### config.mk
export PLATFORM = sky130hd
export DESIGN_NAME = pwm6_core
export DESIGN_NICKNAME = d
export VERILOG_FILES = /design/src/rtl/pwm6_pkg.sv /design/src/rtl/pwm6_timebase.sv /design/src/rtl/pwm6_deadband.sv /design/src/rtl/pwm6_core.sv
export SDC_FILE = /design/constraint.sdc
export NUM_CORES = 1
export LEC_CHECK = 0
export BUFFER_PORTS_ARGS = -buffer_cell sky130_fd_sc_hd__buf_2
export CELL_PAD_IN_SITES_DETAIL_PLACEMENT = 0
export CELL_PAD_IN_SITES_GLOBAL_PLACEMENT = 2
export CORE_ASPECT_RATIO = 1.75
export CORE_UTILIZATION = 46
export DETAILED_ROUTE_END_ITERATION = 7
export PLACE_DENSITY = 0.93
export SLEW_MARGIN = 30
export SYNTH_ARGS = -nofsm -noshare
export SYNTH_HDL_FRONTEND = slang
export SYNTH_SLANG_ARGS = --single-unit
### constraint.sdc
create_clock -name clk -period 6.6 [get_ports clk]
set_clock_uncertainty 0.2 [all_clocks]
set_input_delay 0.33 -clock clk [delete_from_list [all_inputs] [get_ports clk]]
set_output_delay 0.33 -clock clk [all_outputs]
set_load 0.03 [all_outputs]
### src/rtl/pwm6_pkg.sv
`timescale 1ns/1ps
package pwm6_pkg;
    // Register addresses
    localparam logic [2:0] ADR_CTRL   = 3'd0;
    localparam logic [2:0] ADR_SETUP  = 3'd1;
    localparam logic [2:0] ADR_PERIOD = 3'd2;
    localparam logic [2:0] ADR_DUTY0  = 3'd3;

    // Control register bit positions
    localparam int RUN_B  = 0;
    localparam int RLD_LO = 1;
endpackage

### src/rtl/pwm6_timebase.sv
`timescale 1ns/1ps
module pwm6_timebase #(
    parameter int CNT_W = 8
) (
    input  logic             clk,
    input  logic             rst_n,
    input  logic             run,
    input  logic             center,
    input  logic [CNT_W-1:0] period,
    output logic [CNT_W-1:0] cnt,
    output logic             period_end
);
    typedef struct packed {
        logic [CNT_W-1:0] cnt;
        logic             down;
    } tb_t;

    tb_t s_d, s_q;
    logic [CNT_W-1:0] last;

    assign last = period - 1'b1;

    always_comb begin
        s_d        = s_q;
        period_end = 1'b0;
        if (!run) begin
            s_d.cnt  = '0;
            s_d.down = 1'b0;
        end else if (!center) begin
            s_d.down = 1'b0;
            if (s_q.cnt >= last) begin
                period_end = 1'b1;
                s_d.cnt    = '0;
            end else begin
                s_d.cnt = s_q.cnt + 1'b1;
            end
        end else if (!s_q.down) begin
            if (s_q.cnt >= last) s_d.down = 1'b1;
            else                 s_d.cnt  = s_q.cnt + 1'b1;
        end else begin
            if (s_q.cnt == '0) begin
                period_end = 1'b1;
                s_d.down   = 1'b0;
            end else begin
                s_d.cnt = s_q.cnt - 1'b1;
            end
        end
    end

    always_ff @(posedge clk or negedge rst_n) begin
        if (!rst_n) s_q <= '0;
        else        s_q <= s_d;
    end

    assign cnt = s_q.cnt;

    AST_EDGE_WRAP: assert property (@(posedge clk) disable iff (!rst_n)
        (run && !center && period_end) |=> (cnt == '0));
endmodule

### src/rtl/pwm6_deadband.sv
`timescale 1ns/1ps
module pwm6_deadband #(
    parameter int DT_W = 4
) (
    input  logic            clk,
    input  logic            rst_n,
    input  logic            raw,
    input  logic [DT_W-1:0] dt,
    output logic            hi,
    output logic            lo
);
    typedef struct packed {
        logic            lvl;
        logic [DT_W-1:0] age;
    } db_t;

    db_t  s_d, s_q;
    logic settled;

    always_comb begin
        s_d     = s_q;
        s_d.lvl = raw;
        if (raw != s_q.lvl)      s_d.age = '0;
        else if (s_q.age != '1)  s_d.age = s_q.age + 1'b1;
    end

    always_ff @(posedge clk or negedge rst_n) begin
        if (!rst_n) s_q <= '0;
        else        s_q <= s_d;
    end

    assign settled = (s_q.age >= dt);
    assign hi      = s_q.lvl && settled;
    assign lo      = !s_q.lvl && settled;

    AST_PAIR_EXCLUSIVE: assert property (@(posedge clk) disable iff (!rst_n)
        !(hi && lo));
    AST_DEAD_GAP: assert property (@(posedge clk) disable iff (!rst_n)
        ($fell(lo) && dt != '0) |-> !hi);
endmodule

### src/rtl/pwm6_core.sv
`timescale 1ns/1ps
module pwm6_core
    import pwm6_pkg::*;
#(
    parameter int NPAIR = 3,
    parameter int CNT_W = 8,
    parameter int DT_W  = 4,
    parameter int RLD_W = 4,
    localparam int NOUT = 2 * NPAIR,
    localparam int DW   = DT_W + NOUT + 1
) (
    input  logic            clk,
    input  logic            rst_n,
    input  logic            wr_en,
    input  logic [2:0]      wr_addr,
    input  logic [DW-1:0]   wr_data,
    input  logic            fault_in,
    output logic [NOUT-1:0] pwm_out,
    output logic            reload_irq,
    output logic            adc_sync
);
    localparam int RLD_HI    = RLD_LO + RLD_W - 1;
    localparam int IRQ_CLR_B = RLD_HI + 1;
    localparam int FLT_CLR_B = RLD_HI + 2;
    localparam int CTR_B     = DT_W + NOUT;

    typedef struct packed {
        logic                         run;
        logic [RLD_W-1:0]             rld_n;
        logic [RLD_W-1:0]             rld_cnt;
        logic                         irq;
        logic                         flt;
        logic                         flt_clr;
        logic                         locked;
        logic [DT_W-1:0]              dt;
        logic [NOUT-1:0]              mask;
        logic                         center;
        logic [CNT_W-1:0]             per_buf;
        logic [CNT_W-1:0]             per_act;
        logic [NPAIR-1:0][CNT_W-1:0]  duty_buf;
        logic [NPAIR-1:0][CNT_W-1:0]  duty_act;
        logic                         sync;
    } core_t;

    core_t            s_d, s_q;
    logic             wr_ctrl, wr_setup, reload, trip;
    logic [CNT_W-1:0] tb_cnt;
    logic             period_end;
    logic [NPAIR-1:0] raw, hi, lo;

    pwm6_timebase #(.CNT_W(CNT_W)) u_tb (
        .clk(clk), .rst_n(rst_n), .run(s_q.run), .center(s_q.center),
        .period(s_q.per_act), .cnt(tb_cnt), .period_end(period_end)
    );

    always_comb begin
        s_d      = s_q;
        wr_ctrl  = wr_en && (wr_addr == ADR_CTRL);
        wr_setup = wr_en && (wr_addr == ADR_SETUP);
        if (wr_ctrl) begin
            s_d.run   = wr_data[RUN_B];
            s_d.rld_n = wr_data[RLD_HI:RLD_LO];
        end
        if (wr_setup && !s_q.locked) begin
            s_d.locked = 1'b1;
            s_d.dt     = wr_data[DT_W-1:0];
            s_d.mask   = wr_data[DT_W+NOUT-1:DT_W];
            s_d.center = wr_data[CTR_B];
        end
        if (wr_en && wr_addr == ADR_PERIOD) s_d.per_buf = wr_data[CNT_W-1:0];
        for (int k = 0; k < NPAIR; k++) begin
            if (wr_en && wr_addr == ADR_DUTY0 + 3'(k)) s_d.duty_buf[k] = wr_data[CNT_W-1:0];
        end
        // Working values follow buffers while stopped, else only at reload
        reload = period_end && (s_q.rld_cnt == s_q.rld_n);
        if (!s_q.run) begin
            s_d.per_act  = s_q.per_buf;
            s_d.duty_act = s_q.duty_buf;
            s_d.rld_cnt  = '0;
        end else if (period_end) begin
            if (reload) begin
                s_d.per_act  = s_q.per_buf;
                s_d.duty_act = s_q.duty_buf;
                s_d.rld_cnt  = '0;
            end else begin
                s_d.rld_cnt = s_q.rld_cnt + 1'b1;
            end
        end
        if (wr_ctrl && wr_data[IRQ_CLR_B]) s_d.irq = 1'b0;
        if (reload)                        s_d.irq = 1'b1;
        // Fault latch: clear request honoured at a period boundary
        if (period_end && s_q.flt_clr) begin
            s_d.flt     = 1'b0;
            s_d.flt_clr = 1'b0;
        end
        if (wr_ctrl && wr_data[FLT_CLR_B] && s_q.flt && !fault_in) s_d.flt_clr = 1'b1;
        if (fault_in) begin
            s_d.flt     = 1'b1;
            s_d.flt_clr = 1'b0;
        end
        s_d.sync = period_end;
    end

    always_ff @(posedge clk or negedge rst_n) begin
        if (!rst_n) s_q <= '0;
        else        s_q <= s_d;
    end

    assign trip = s_q.flt | fault_in;

    for (genvar g = 0; g < NPAIR; g++) begin : g_pair
        assign raw[g] = s_q.run && (tb_cnt < s_q.duty_act[g]);
        pwm6_deadband #(.DT_W(DT_W)) u_db (
            .clk(clk), .rst_n(rst_n), .raw(raw[g]), .dt(s_q.dt),
            .hi(hi[g]), .lo(lo[g])
        );
        assign pwm_out[2*g]   = s_q.run && hi[g] && !(trip && s_q.mask[2*g]);
        assign pwm_out[2*g+1] = s_q.run && lo[g] && !(trip && s_q.mask[2*g+1]);
    end

    assign reload_irq = s_q.irq;
    assign adc_sync   = s_q.sync;

    AST_FAULT_LATCH: assert property (@(posedge clk) disable iff (!rst_n)
        fault_in |=> s_q.flt);
    AST_FAULT_HOLD: assert property (@(posedge clk) disable iff (!rst_n)
        (s_q.flt && !period_end) |=> s_q.flt);
    AST_SETUP_ONCE: assert property (@(posedge clk) disable iff (!rst_n)
        (s_q.locked && wr_setup) |=> ($stable(s_q.dt) && $stable(s_q.mask) && $stable(s_q.center)));
    AST_ACT_STABLE: assert property (@(posedge clk) disable iff (!rst_n)
        (s_q.run && !period_end) |=> ($stable(s_q.per_act) && $stable(s_q.duty_act)));
    AST_IRQ_HOLD: assert property (@(posedge clk) disable iff (!rst_n)
        (s_q.irq && !(wr_ctrl && wr_data[IRQ_CLR_B])) |=> s_q.irq);
    AST_SYNC_AT_ZERO: assert property (@(posedge clk) disable iff (!rst_n)
        adc_sync |-> (tb_cnt == '0));
    AST_STOP_QUIET: assert property (@(posedge clk) disable iff (!rst_n)
        !s_q.run |-> (pwm_out == '0));
endmodule

==> Word level (Yosys, flattened, before mapping) <==
Index checks and enable logic that the tools add are counted.
{ "op_classes": {"reduce_logical": 61, "muxes": 32, "magnitude_cmp": 7, "bitwise_logic": 1, "eq_ne": 16, "add_sub_neg": 7} }
{ "op_table": {"columns": ["cell", "n"], "rows": [
  ["24-bit 2-to-1 mux", 3],
  ["8-bit 2-to-1 mux", 6],
  ["1-bit logical AND", 40],
  ["4-bit 2-to-1 mux", 9],
  ["9-bit 2-to-1 mux", 3],
  ["8-bit less-than comparator", 3],
  ["4-bit by 1-bit adder with 4-bit output, second input constant", 4],
  ["4-bit inequality test, second input constant", 4],
  ["8-bit by 1-bit subtractor with 8-bit output, second input constant", 2],
  ["4-bit >= comparator", 3],
  ["1-bit logical NOT", 11],
  ["2-bit nonzero test", 5],
  ["1-bit 2-to-1 mux", 9],
  ["8-bit by 1-bit adder with 8-bit output, second input constant", 1],
  ["8-bit >= comparator", 1],
  ["8-bit logical NOT", 1],
  ["3-bit by 2-bit equality test with 1-bit output, second input constant", 2],
  ["3-bit equality test, second input constant", 2],
  ["4-bit equality test", 1],
  ["2-bit 2-to-1 mux", 2],
  ["2-bit by 1-bit inequality test with 1-bit output, second input constant", 2],
  ["4-bit by 3-bit inequality test with 1-bit output, second input constant", 1],
  ["2-bit AND reduction", 2],
  ["3-bit by 1-bit equality test with 1-bit output, second input constant", 1],
  ["4 further kinds", 6]
]} }
{ "totals": {"output_inout_bits": 8, "reg_bits": 113, "inputBits": 18, "wordCells": 151} }

==> Depth between registers and ports, before layout <==
{ "logic_depth": {"ltp_word": 9, "depth_mapped": 14, "depth_no_buf": 12} }

==> By module <==
From an unflattened synthesis, not the netlist that was laid out.
{ "hier_totals": {"hier_cells": 557, "area_unflattened_um2": 6407.4} }
{ "modules_own_cells": {"columns": ["mod", "seq_area_each_um2", "n_inst", "area_per_inst_um2", "cells_each"], "rows": [
  ["pwm6_core", 2227.1, 1, 4200.3, 304],
  ["pwm6_timebase", 225.2, 1, 1223.7, 151],
  ["pwm6_deadband", 125.1, 3, 327.8, 34]
]} }

==> Least setup slack after synthesis <==
Ideal clock, no wire load.
{ "synth_path": {"path_type": "flip-flop to output port", "from": "register g_pair[0].u_db.s_q[0] (netlist bit)", "to": "output port pwm_out[0]", "path_stages_with_launch": 8, "path_buffers": 0, "required_ps": 6070, "arrival_ps": 2615, "path_slack_ps": 3455, "path_cell_list": "dfrtp_1 > inv_1 > ha_1 > nand2b_1 > a21o_1 > a21o_1 > a21oi_1 > a2111oi_0"} }
{ "synth_via": {"elab_chain_cells": 4} }
{ "synth_rtl": {"columns": ["item", "line", "text"], "rows": [
  ["start, declared", "pwm6_deadband.sv:17", "db_t s_d, s_q;"],
  ["start signal, assigned", "pwm6_deadband.sv:28", "if (!rst_n) s_q <= '0;"],
  ["start signal, assigned", "pwm6_deadband.sv:29", "else s_q <= s_d;"],
  ["4-bit >= comparator", "pwm6_deadband.sv:32", "assign settled = (s_q.age >= dt);"],
  ["1-bit logical AND", "pwm6_deadband.sv:33", "assign hi = s_q.lvl && settled;"],
  ["1-bit logical AND (2 in series)", "pwm6_core.sv:117", "assign pwm_out[2*g] = s_q.run && hi[g] && !(trip && s_q.mask[2*g]);"],
  ["end, declared", "pwm6_core.sv:18", "output logic [NOUT-1:0] pwm_out,"]
]} }
Every way passes these cells.

==> Worst setup path after layout <==
{ "layout_path": {"from": "register s_q[51] (netlist bit)", "to": "register s_q[20] (netlist bit)"} }
{ "layout_via": {"elab_chain_cells": 8, "word_cells_on_any_way": 9, "cone_classes": "add/sub (1); order compare (1); eq/ne (2); mux (3); reduce/logical (2)"} }
{ "layout_rtl": {"columns": ["item", "line", "text"], "rows": [
  ["start, declared", "pwm6_core.sv:45", "core_t s_d, s_q;"],
  ["start signal, assigned", "pwm6_core.sv:105", "if (!rst_n) s_q <= '0;"],
  ["start signal, assigned", "pwm6_core.sv:106", "else s_q <= s_d;"],
  ["8-bit by 1-bit subtractor with 8-bit output *", "pwm6_timebase.sv:21", "assign last = period - 1'b1;"],
  ["8-bit >= comparator *", "pwm6_timebase.sv:31", "if (s_q.cnt >= last) begin"],
  ["1-bit 2-to-1 mux *", "pwm6_timebase.sv:31", null],
  ["1-bit 2-to-1 mux *", "pwm6_timebase.sv:29", "end else if (!center) begin"],
  ["1-bit 2-to-1 mux *", "pwm6_timebase.sv:26", "if (!run) begin"],
  ["1-bit logical AND", "pwm6_core.sv:75", "reload = period_end && (s_q.rld_cnt == s_q.rld_n);"],
  ["2-bit by 1-bit inequality test with 1-bit output (no line)", null, null],
  ["2-bit AND reduction (no line) *", null, null]
]} }
Mark *: on every way between the ends. The rest lies on a longest branch, timed or not.
A chain may end at the register's enable or synchronous reset.

==> results.yml <==
sta:
  setup_viol: 0
  worst_slew_pin_slew_ns: 0.7551
  rsz0062_at_grt: "no"
  relSlewSlack_pct: 49.66
  holdWs_ns: 0.05817
  tns_ns: 0
  max_freq_mhz: 278.8
  min_period_ns: 3.587
  period_share_pct: 54.35
  timing.final.max_slew_violations: 0
  hold_violations: 0
worst_setup_path:
  worstSetupStartpointType: "flop"
  crit_fanout: 33
  critPathRequiredTime_ns: 6.69
  crit_arrival_ns: 3.68
  crit_type: "reg2reg"
  endpoint_kind: "flop"
power_and_ir_drop:
  leakagePower_nw: 3.359
  power_density_nw_per_um2: 385.7
  ir_drop_uv: 160.6
  total_power_mw: 2.730
route:
  dr_total_vias: 4116
  wl_per_cell_um: 17.88
  route.detailed.drc: 0
  drt_iter0_drc: 188
  vias_per_cell: 5.510
  routed_wirelength_um: 13350
  drtAntennaViolNets: 0
  dr.pass1.iters: 4
floorplanning:
  core_area_um2: 12940
  chipWidth_um: 89.22
  num_rows: 55
  start_util_pct: 47.33
  die_area_um2: 13800
  die_h_um: 154.6
  ios: 26
synthesis:
  synth_flop_cell: "dfrtp_1"
  avgSynthCellArea_um2: 11.73
  synth_area_um2: 6123
  ys_seq_area_share_pct: 46.18
  synth-compound-area-share_pct: 11.50
  synth_area_leader_cell: "dfrtp_1"
  synth_cells: 522
  yosysWarnings: 0
  synth_top_family_by_area: "multiplexers"
  async_flop_share_pct: 100.0
  ys_seq_elements: 113
  synth_area_leaders: "dfrtp_1 46%, ha_1 10%, mux2_2 7.9%"
  synthAdderAreaFrac_pct: 10.01
  synthSimpleGateAreaFrac_pct: 10.71
  synth.area.mux_share_pct: 16.06
  synth_top_area_share_pct: 46.18
  synth-edff-count: 0
  yosys.cell_types.count: 52
  yosys.area_share.xor_xnor_pct: 2.145
  synthesis.nets: 589
layout:
  area_growth_syn_to_layout_pct: 15.59
  final_cells: 747
  final_nets: 630
  fin_util_pct: 54.71
  antenna_cells: 0
  drive_gt1_share_pct: 25.87
clock_network:
  cts_tree: "done"
  cts.root.buffer_cell: "clkbuf_16"
  clock_latency_ns: 0.42
  cts_sinks: 113
  cts_made_buffers: 17
  cts.path.max_buffers: 2
  path_clk_slew_ns: 0.06
  ctsResizeCount: 0
  htree_levels: 4
grt:
  grt_max_degree: 60
  grt_overflow: 0
  grt_use_total_pct: 21.37
  grt_antenna_before_repair: 0
  grt_pass1_vias: 4224
  grt_pass1_wl_um: 21650
min_path:
  hp-class: "in2reg"
status:
  status: "finished, final reports clean"
place:
  place_congestion: 0.7919
  io_buffers: 25
  dpl.cell_count: 710
  hpwl_um: 9565
run:
  cap_violations: 0
[critical path: stages, from the launching register on]
cell,delay (ns)
dfrtp_1,0.42
nor2_1,0.14
nand3_1,0.11
nor4_1,0.24
xnor2_1,0.16
ha_1,0.27
a21oi_1,0.14
o21a_1,0.26
o32ai_1,0.19
a21oi_2,0.31
o21a_4,0.61
mux2_1,0.39
[state kept, by name (all words and copies together), names as in the netlist]
register         count
g_pair.u_db.s_q     15
reload_irq           1
s_q                 87
adc_sync             1
u_tb.s_q             1
u_tb.cnt             8
[layout by cell type (no fill, tap or decap), types with 5 or more instances in the layout]
| cell | netlist | final |
|---|---|---|
| nor2_1 | 25 | 25 |
| clkinv_4 | 0 | 5 |
| dfrtp_1 | 113 | 113 |
| mux2_4 | 29 | 29 |
| nand3_1 | 17 | 17 |
| inv_1 | 37 | 37 |
| a21oi_1 | 13 | 13 |
| clkbuf_16 | 0 | 17 |
| a21boi_2 | 6 | 6 |
| a31oi_1 | 10 | 10 |
| inv_6 | 0 | 5 |
| or3_1 | 8 | 8 |
| and3_1 | 5 | 5 |
| nand2_1 | 23 | 23 |
| o21ai_0 | 7 | 7 |
| buf_2 | 1 | 24 |
| xnor2_1 | 13 | 13 |
| nor3_1 | 14 | 13 |
| ha_1 | 49 | 49 |
| o21ai_1 | 9 | 9 |
| nand2b_1 | 9 | 9 |
| mux2_2 | 43 | 43 |
| dlygate4sd3_1 | 0 | 5 |
| a21o_1 | 18 | 18 |
| a2111oi_0 | 7 | 7 |
| a211o_1 | 5 | 5 |
[routing by layer]
layer / GRT usage [%] / share of wire, % / vias up
li1: - / - / 1987
met1: 24.05 / 41 / 2042
met2: 37.55 / 54 / 60
met3: 4.856 / 1.9 / 27
met4: 9.373 / 2.9 / 0
met5: 0 / 0 / -
[cells by family (layout without fill, tap and decap cells)]
logic type | Yosys count | after routing
flip-flops | 113 | 113
AND/OR/NAND/NOR | 124 | 124
AO/OA/AOI/OAI | 96 | 96
buffers and inverters | 47 | 101
adder cells (fa/ha/maj) | 49 | 49
XOR/XNOR | 15 | 15
multiplexers | 78 | 78
[synth_stat cells, types with 7 or more instances]
master and n:
mux2_4 29, o21ai_1 9, o21ai_0 7, a2111oi_0 7, nand2_1 23, nor3_1 14, a21oi_1 13, xnor2_1 13
inv_1 37, mux2_2 43, nand2b_1 9, nand3_1 17, a31oi_1 10, nor2_1 25, or3_1 8, dfrtp_1 113
a21o_1 18, ha_1 49
[area by class of cell]
cell class / instances / area [um2]
fillers: 1145 / 5859
well taps: 171 / 214.0
inverters: 37 / 138.9
multi-input cells: 362 / 3105
repair buffers: 32 / 192.7
clock inverters: 15 / 173.9
flip-flops and latches: 113 / 2828
clock buffers: 17 / 425.4
[where the power goes]
group	total, mW	switching [mW]	leakage (nW)	internal, mW
Combinational	0.768	0.371	1.67	0.396
Sequential	1.04	0.165	1.40	0.875
Clock	0.923	0.357	0.287	0.566
[final timing paths]
path | start | endpoint | slack [ns] | depth (start not counted)
setup / recovery | s_q[51] | s_q[20] | 3.01 | 11
hold / removal | wr_addr[2] | s_q[76] | 0.06 | 4
setup reg to reg | s_q[51] | s_q[20] | 3.01 | 11
hold reg to reg | s_q[76] | s_q[76] | 0.27 | 1
max in group asynchronous | rst_n | s_q[55] | 4.68 | 3
min in group asynchronous | rst_n | s_q[81] | 0.30 | 2
[per-stage QoR]
step / worst slack [ns] / instance area [um2]
global placement: 2.849 / 6412
global route: 2.780 / 7078
finish: 3.013 / 7078
floorplan: 3.455 / 6123
detailed placement: 3.051 / 6429
CTS: 3.012 / 7078
[timing repair]
item / CTS / global route
setup buffers: 0 / 0
setup endpoints to repair: 0 / 0
hold endpoints to repair: 59 / 0
hold buffers: 5 / 0
Note: power is estimated with default switching activity, not from simulation.
